## src/rtl/bitperm_pkg.sv

```systemverilog
package bitperm_pkg;

    typedef enum logic [1:0] {
        PERM_NONE  = 2'd0,
        PERM_BREV  = 2'd1,
        PERM_ZIP   = 2'd2,
        PERM_UNZIP = 2'd3
    } perm_op_e;

    localparam logic [6:0]  OPC_OP_IMM   = 7'b0010011;
    localparam logic [11:0] IMM_BREV     = 12'b011010000111;
    localparam logic [11:0] IMM_SHUFFLE  = 12'b000010001111;
    localparam logic [2:0]  F3_BREV      = 3'b101;
    localparam logic [2:0]  F3_ZIP       = 3'b001;
    localparam logic [2:0]  F3_UNZIP     = 3'b101;

endpackage

```

## src/rtl/bitperm_decode.sv

```systemverilog
module bitperm_decode
    import bitperm_pkg::*;
#(
    parameter int XLEN = 32
) (
    input  logic [31:0] instr,
    output perm_op_e    op
);

    localparam bit SHUFFLE_EN = (XLEN == 32);

    logic [6:0]  opcode_w;
    logic [2:0]  funct3_w;
    logic [11:0] imm_w;

    assign opcode_w = instr[6:0];
    assign funct3_w = instr[14:12];
    assign imm_w    = instr[31:20];

    always_comb begin
        op = PERM_NONE;
        if (opcode_w == OPC_OP_IMM) begin
            if (imm_w == IMM_BREV && funct3_w == F3_BREV) begin
                op = PERM_BREV;
            end else if (SHUFFLE_EN && imm_w == IMM_SHUFFLE) begin
                if (funct3_w == F3_ZIP) begin
                    op = PERM_ZIP;
                end else if (funct3_w == F3_UNZIP) begin
                    op = PERM_UNZIP;
                end
            end
        end
    end

    // shuffle operations never decode on a wide datapath
    always_comb begin
        if (!SHUFFLE_EN) begin
            assert_wide_no_shuffle_R4: assert (op != PERM_ZIP && op != PERM_UNZIP);
        end
    end

    // a recognised operation always carries the major opcode
    always_comb begin
        if (op != PERM_NONE) begin
            assert_opcode_match_R1: assert (instr[6:0] == OPC_OP_IMM);
        end
    end

endmodule

```

## src/rtl/bitperm_datapath.sv

```systemverilog
module bitperm_datapath
    import bitperm_pkg::*;
#(
    parameter int XLEN = 32
) (
    input  perm_op_e          op,
    input  logic [XLEN-1:0]   rs1,
    output logic [XLEN-1:0]   result
);

    localparam int NBYTES     = XLEN / 8;
    localparam int HALF       = XLEN / 2;
    localparam bit SHUFFLE_EN = (XLEN == 32);

    logic [XLEN-1:0] brev_w;
    logic [XLEN-1:0] zip_w;
    logic [XLEN-1:0] unzip_w;

    for (genvar b = 0; b < NBYTES; b++) begin : g_byte
        for (genvar j = 0; j < 8; j++) begin : g_bit
            assign brev_w[8*b + (7-j)] = rs1[8*b + j];
        end
    end

    if (SHUFFLE_EN) begin : g_shuffle
        for (genvar i = 0; i < HALF; i++) begin : g_pair
            assign zip_w[2*i]        = rs1[i];
            assign zip_w[2*i + 1]    = rs1[i + HALF];
            assign unzip_w[i]        = rs1[2*i];
            assign unzip_w[i + HALF] = rs1[2*i + 1];
        end
    end else begin : g_no_shuffle
        assign zip_w   = '0;
        assign unzip_w = '0;
    end

    always_comb begin
        unique case (op)
            PERM_BREV:  result = brev_w;
            PERM_ZIP:   result = zip_w;
            PERM_UNZIP: result = unzip_w;
            default:    result = '0;
        endcase
    end

    // byte mirroring preserves the population count of the operand
    always_comb begin
        if (op == PERM_BREV) begin
            assert_brev_popcount_R1: assert ($countones(result) == $countones(rs1));
        end
    end

endmodule

```

## src/rtl/bitperm_unit.sv

```systemverilog
module bitperm_unit
    import bitperm_pkg::*;
#(
    parameter int XLEN = 32
) (
    input  logic              clk,
    input  logic              rst,
    input  logic              in_valid,
    input  logic [31:0]       in_instr,
    input  logic [XLEN-1:0]   in_rs1,
    output logic              out_valid,
    output logic [XLEN-1:0]   out_result,
    output logic              out_illegal
);

    typedef struct packed {
        logic            valid;
        logic            illegal;
        logic [XLEN-1:0] result;
    } stage_t;

    perm_op_e        op_w;
    logic [XLEN-1:0] perm_w;
    stage_t          stage_d;
    stage_t          stage_q;

    bitperm_decode #(.XLEN(XLEN)) u_decode (
        .instr (in_instr),
        .op    (op_w)
    );

    bitperm_datapath #(.XLEN(XLEN)) u_datapath (
        .op     (op_w),
        .rs1    (in_rs1),
        .result (perm_w)
    );

    always_comb begin
        stage_d       = stage_q;
        stage_d.valid = in_valid;
        if (in_valid) begin
            stage_d.illegal = (op_w == PERM_NONE);
            stage_d.result  = perm_w;
        end
    end

    always_ff @(posedge clk) begin
        if (rst) begin
            stage_q <= '0;
        end else begin
            stage_q <= stage_d;
        end
    end

    assign out_valid   = stage_q.valid;
    assign out_result  = stage_q.result;
    assign out_illegal = stage_q.illegal;

    assert_pulse_follows_R7: assert property (@(posedge clk) disable iff (rst)
        in_valid |=> out_valid);

    assert_idle_follows_R7: assert property (@(posedge clk) disable iff (rst)
        !in_valid |=> !out_valid);

    assert_illegal_zero_R5: assert property (@(posedge clk) disable iff (rst)
        (out_valid && out_illegal) |-> (out_result == '0));

    assert_hold_idle_R9: assert property (@(posedge clk) disable iff (rst)
        (!in_valid && !$past(rst)) |=> ($stable(out_result) && $stable(out_illegal)));

    assert_reset_clears_R8: assert property (@(posedge clk)
        $past(rst) |-> (!out_valid && !out_illegal && out_result == '0));

endmodule

```

## config.mk

```make
export PLATFORM = sky130hd
export DESIGN_NAME = bitperm_unit
export DESIGN_NICKNAME = d
export VERILOG_FILES = /design/src/rtl/bitperm_pkg.sv /design/src/rtl/bitperm_decode.sv /design/src/rtl/bitperm_datapath.sv /design/src/rtl/bitperm_unit.sv
export SDC_FILE = /design/constraint.sdc
export NUM_CORES = 1
export LEC_CHECK = 0
export ABC_AREA = 0
export BUFFER_PORTS_ARGS = -buffer_cell sky130_fd_sc_hd__clkbuf_2
export CAP_MARGIN = 20
export CORE_ASPECT_RATIO = 0.7
export CORE_MARGIN = 5
export CORE_UTILIZATION = 50
export CTS_CLUSTER_DIAMETER = 150
export DETAILED_ROUTE_END_ITERATION = 16
export HOLD_SLACK_MARGIN = 0.15
export PLACE_DENSITY_LB_ADDON = 0.1
export SYNTH_ARGS = -nofsm -noshare
export SYNTH_HDL_FRONTEND = slang
export SYNTH_HIERARCHICAL = 1
export SYNTH_SLANG_ARGS = --single-unit
```

## constraint.sdc

```tcl
create_clock -name clk -period 3.3 [get_ports clk]
set_clock_uncertainty 0.05 [all_clocks]
set_input_delay 0.66 -clock clk [delete_from_list [all_inputs] [get_ports clk]]
set_output_delay 0.66 -clock clk [all_outputs]
set_load 0.01 [all_outputs]
```

# Word-level counts from Yosys, hierarchy flattened
# Index checks and enable logic that the tools add are counted.
# word_totals
regBits,34
inputBits,67
output_inout_bits,34
wordCells,19
# classes
eq_ne,8
muxes,6
n_reduce_logical,2
# ops
op,n
case mux 32 bit (3 select lines),1
equality test 12 x 11 -> 1 bit (second input constant),1
equality test 12 x 8 -> 1 bit (second input constant),1
2-to-1 mux 2 bit,5
equality test 7 x 5 -> 1 bit (second input constant),1
equality test 2 bit (second input constant),2
equality test 3 x 1 -> 1 bit (second input constant),1
equality test 3 bit (second input constant),1
equality test 2 x 1 -> 1 bit (second input constant),1
zero test 2 bit,1
logical AND 1 bit,1

# Logic depth before layout (Yosys ltp)
# logic_depth
word_depth,8
mapped_depth,10

# Modules after synthesis
# Netlist, hierarchy kept.
# modules_own_cells
module,instances,cells_each,area_per_inst_um2
bitperm_unit,1,110,1193.6
bitperm_datapath,1,108,760.7
bitperm_decode,1,12,93.8

# Worst setup path after synthesis
# OpenSTA, ideal clock, no wires.
# synth_path
path_type,input to register
startpoint,input port in_instr[3]
endpoint,register stage_q (netlist bit out_result[24])
arrival_time_ps,2128
path_slack_ps,995
stages,8
path_buffers,1
path_cell_list,nor4b_2 > nand4_1 > a211oi_1 > buf_6 > mux2_4 > a22o_1 > mux2i_1 > nor2_1
# synth_between
elab_chain_len,4
# synth_rtl
item,line,rtl
"start, declared",bitperm_unit.sv:9,"input logic [31:0] in_instr,"
equality test 7 x 5 -> 1 bit *,bitperm_decode.sv:22,if (opcode_w == OPC_OP_IMM) begin
2-to-1 mux 2 bit *,bitperm_decode.sv:22,
named net op_w[0],bitperm_unit.sv:22,perm_op_e op_w;
equality test 2 bit / equality test 2 x 1 -> 1 bit (equally long branches),bitperm_datapath.sv:38,unique case (op)
case mux 32 bit (3 select lines) *,bitperm_datapath.sv:38,
named net perm_w[24],bitperm_unit.sv:23,logic [XLEN-1:0] perm_w;
"end signal, assigned",bitperm_unit.sv:51,stage_q <= stage_d;
"end, declared",bitperm_unit.sv:25,stage_t stage_q;
# Mark *: on every way through the listed nets, which the timed path passes. The rest lies on a longest branch.
# A chain may end at the register's enable or synchronous reset.

# Worst setup path in the final report
# layout_path
startpoint,input port in_instr[3]
endpoint,register stage_q (netlist bit out_result[5])
# Same word-level chain as after synthesis.

==> flow_metrics.py <==
metrics = {
    "cells_and_area": {
        "area_delta_synth_final_pct": 26.8,
        "number_of_antenna_diodes": 0,
        "final_layout_size_suffix_gt1_share_pct": 35.4,
        "num-fill-cells": 365,
        "multiInputGateArea_um2": 1240,
        "net_count_reported_at_finish": 380,
        "regArea_um2": 681,
    },
    "min_path": {
        "hp-class": "reg2reg",
        "min_delay_path_depth": 2,
        "hold_path_startpoint": "out_illegal$_SDFFE_PP0P_",
    },
    "detailed_routing": {
        "number_of_remaining_drc_errors": 0,
        "final_antenna_net_count": 0,
        "vias": 1879,
        "routed_wire_length_per_instance_um": 14.1,
        "drt_wl_total_um": 5150,
        "drt_pre_antenna_iters": 4,
        "via_per_inst": 5.13,
        "first_iter_violations": 79,
    },
    "clocking": {
        "numClockSinks": 34,
        "cts_made_buffers": 5,
        "post_cts_setup_buffer_count": 0,
        "cts.reportedPaths.clkPinSlew_ns": 0.07,
        "cts_max_path_buffers": 2,
        "postCtsResizedCells": 0,
        "tritoncts": "yes",
        "cts.htree.levels": 2,
        "worstSkewPairLatency_ns": 0.28,
        "holdBufCountCts": 0,
        "clock_tree.root_cell": "sky130_fd_sc_hd__clkbuf_8",
    },
    "floorplanning": {
        "die_h_um": 63.6,
        "width_of_the_die_um": 86.5,
        "die_area_um2": 5500,
        "floorplan.initialDensity_pct": 51.9,
        "boundaryPins": 101,
        "fp-row-count": 19,
        "core-area_um2": 3950,
    },
    "synthesis": {
        "ys_seq_area_share_pct": 33.2,
        "synth.distinct_cells": 24,
        "synth_edf_count": 0,
        "post_synth.cell_area_avg_um2": 8.91,
        "netlist_area_pre_place_um2": 2050,
        "synth_cells": 230,
        "synth_nets": 297,
        "ys_seq_elements": 34,
        "ys.warnings.count": 6,
        "synthFlopType": "sky130_fd_sc_hd__dfxtp_1",
        "post_synthesis_async_set_or_reset_flop_share_pct": 0,
    },
    "place": {
        "detailedPlacementHpwl_um": 4030,
        "dpl_worst_slack_ns": 0.483,
        "port-buffer-count": 90,
        "gp_congestion": 0.821,
    },
    "worst_setup_path": {
        "timing.critical_path.arrival_ns": 2.62,
        "crit_path_end_kind": "flop",
        "worst_setup_path_startpoint": "in_instr[3]",
        "worst_setup_path_start_kind": "input port",
        "ff2ff_path_depth": 2,
        "crit-reg2reg-launch": "out_result[31]$_SDFFE_PP0P_",
        "crit_type": "in2reg",
        "timing.critical_path.fanout_max": 15,
        "worst_path_required_time_ns": 3.39,
    },
    "global_routing": {
        "grt_max_degree": 52,
        "initial_antenna_violation_count": 0,
        "track_usage_pct": 18.9,
        "first_global_vias": 1786,
        "grt_first_pass_wirelength_um": 8360,
        "overflow": 0,
    },
    "timing": {
        "hold_slack_ns": 0.426,
        "timing.final.max_slew_violations": 0,
        "timing.final.ws_setup_ns": 0.773,
        "final_min_period_over_clock_period_pct": 76.6,
        "clock.fmax_mhz": 396,
        "tns_ns": 0,
        "final-setup-viol-count": 0,
        "finalHoldViolations": 0,
        "period_minus_slack_ns": 2.53,
        "relSlewSlack_pct": 49.8,
        "rsz_0062_raised_after_global_routing": "false",
        "tightestPinTransition_ns": 0.753,
    },
    "power": {
        "power.leakage_uw": 0.00119,
        "power.density_nw_per_um2": 316,
        "ir_worst_vdd_uv": 272,
    },
    "outcome": {
        "outcome": "completed",
    },
    "job": {
        "maxCapViolCount": 0,
    },
}
==> state kept, by name, summed over array words and instances, names as in the netlist <==
| name | cells |
|---|---|
| out_result | 32 |
| out_illegal | 1 |
| out_valid | 1 |
==> layout make-up <==
type | instances | area share (%)
multi-input combinational | 175 | 47.8
timing repair buffer | 97 | 19.9
clock buffer | 6 | 3.18
tap | 52 | 2.51
sequential | 34 | 26.2
clock inverter | 2 | 0.482
==> cell usage after synthesis (2+ instances only) <==
| library cell | n | area, µm² |
|---|---|---|
| sky130_fd_sc_hd__and4bb_2 | 2 | 25.0 |
| sky130_fd_sc_hd__buf_2 | 8 | 40.0 |
| sky130_fd_sc_hd__buf_4 | 5 | 37.5 |
| sky130_fd_sc_hd__a22o_1 | 2 | 17.5 |
| sky130_fd_sc_hd__nor2b_1 | 2 | 12.5 |
| sky130_fd_sc_hd__buf_6 | 5 | 56.3 |
| sky130_fd_sc_hd__nand2b_1 | 10 | 62.6 |
| sky130_fd_sc_hd__o21ai_0 | 2 | 10.0 |
| sky130_fd_sc_hd__clkbuf_1 | 3 | 11.3 |
| sky130_fd_sc_hd__nand2_1 | 19 | 71.3 |
| sky130_fd_sc_hd__a31oi_1 | 9 | 56.3 |
| sky130_fd_sc_hd__nor2_1 | 34 | 128 |
| sky130_fd_sc_hd__a21oi_1 | 22 | 110 |
| sky130_fd_sc_hd__mux2i_1 | 64 | 641 |
| sky130_fd_sc_hd__dfxtp_1 | 34 | 681 |
==> per-layer routing <==
metal	track usage (%)	routed length (µm)
met1	26.2	2450
met2	28.2	2260
met3	5.86	388
met4	4.86	44
met5	0	0
==> cell families after synthesis <==
group | Yosys count | synth area share [%]
simple gates | 73 | 17.3
buf+inv | 21 | 7.09
compound gates | 36 | 9.84
mux | 66 | 32.6
flops | 34 | 33.2
==> where the power goes <==
group	switching [µW]	leakage, µW	internal, µW
clock network	151	0.0000472	168
registers	0.456	0.000274	412
logic	45.8	0.000868	43.7
total	198	0.00119	623
==> final timing paths <==
path                                       to  slack [ns]
setup / recovery   out_result[5]$_SDFFE_PP0P_        0.77
hold / removal       out_illegal$_SDFFE_PP0P_        0.43
setup reg to reg  out_result[31]$_SDFFE_PP0P_        2.59
hold reg to reg      out_illegal$_SDFFE_PP0P_        0.43
==> layout by cell type (no fill, tap or decap), types with 2 or more instances in the layout <==
cell / count
sky130_fd_sc_hd__a21oi_1: 22
sky130_fd_sc_hd__a22o_1: 2
sky130_fd_sc_hd__a31oi_1: 9
sky130_fd_sc_hd__and4bb_2: 2
sky130_fd_sc_hd__buf_4: 6
sky130_fd_sc_hd__clkbuf_2: 90
sky130_fd_sc_hd__clkbuf_8: 6
sky130_fd_sc_hd__dfxtp_1: 34
sky130_fd_sc_hd__mux2i_1: 64
sky130_fd_sc_hd__nand2_1: 19
sky130_fd_sc_hd__nand2b_1: 10
sky130_fd_sc_hd__nor2_1: 34
sky130_fd_sc_hd__nor2b_1: 2
sky130_fd_sc_hd__o21ai_0: 2
==> stage by stage <==
step	cells	power (µW)	cell area, µm²	utilization (%)
floorplan	230	462	2050	-
global placement	358	510	2500	63.4
detailed placement	358	511	2500	63.4
CTS	366	831	2600	65.8
global route	366	857	2600	65.8
finish	366	820	2600	65.8
==> worst max-delay path, cell delays in order <==
cell and delay, ns:
sky130_fd_sc_hd__clkbuf_2 0.09, sky130_fd_sc_hd__nor4b_2 0.25, sky130_fd_sc_hd__nand4_1 0.22, sky130_fd_sc_hd__a211oi_4 0.44, sky130_fd_sc_hd__buf_4 0.32, sky130_fd_sc_hd__mux2i_1 0.29
sky130_fd_sc_hd__mux2i_1 0.14, sky130_fd_sc_hd__mux2i_1 0.15, sky130_fd_sc_hd__nor2_1 0.05
No activity file was read; power rests on OpenSTA's default activity.
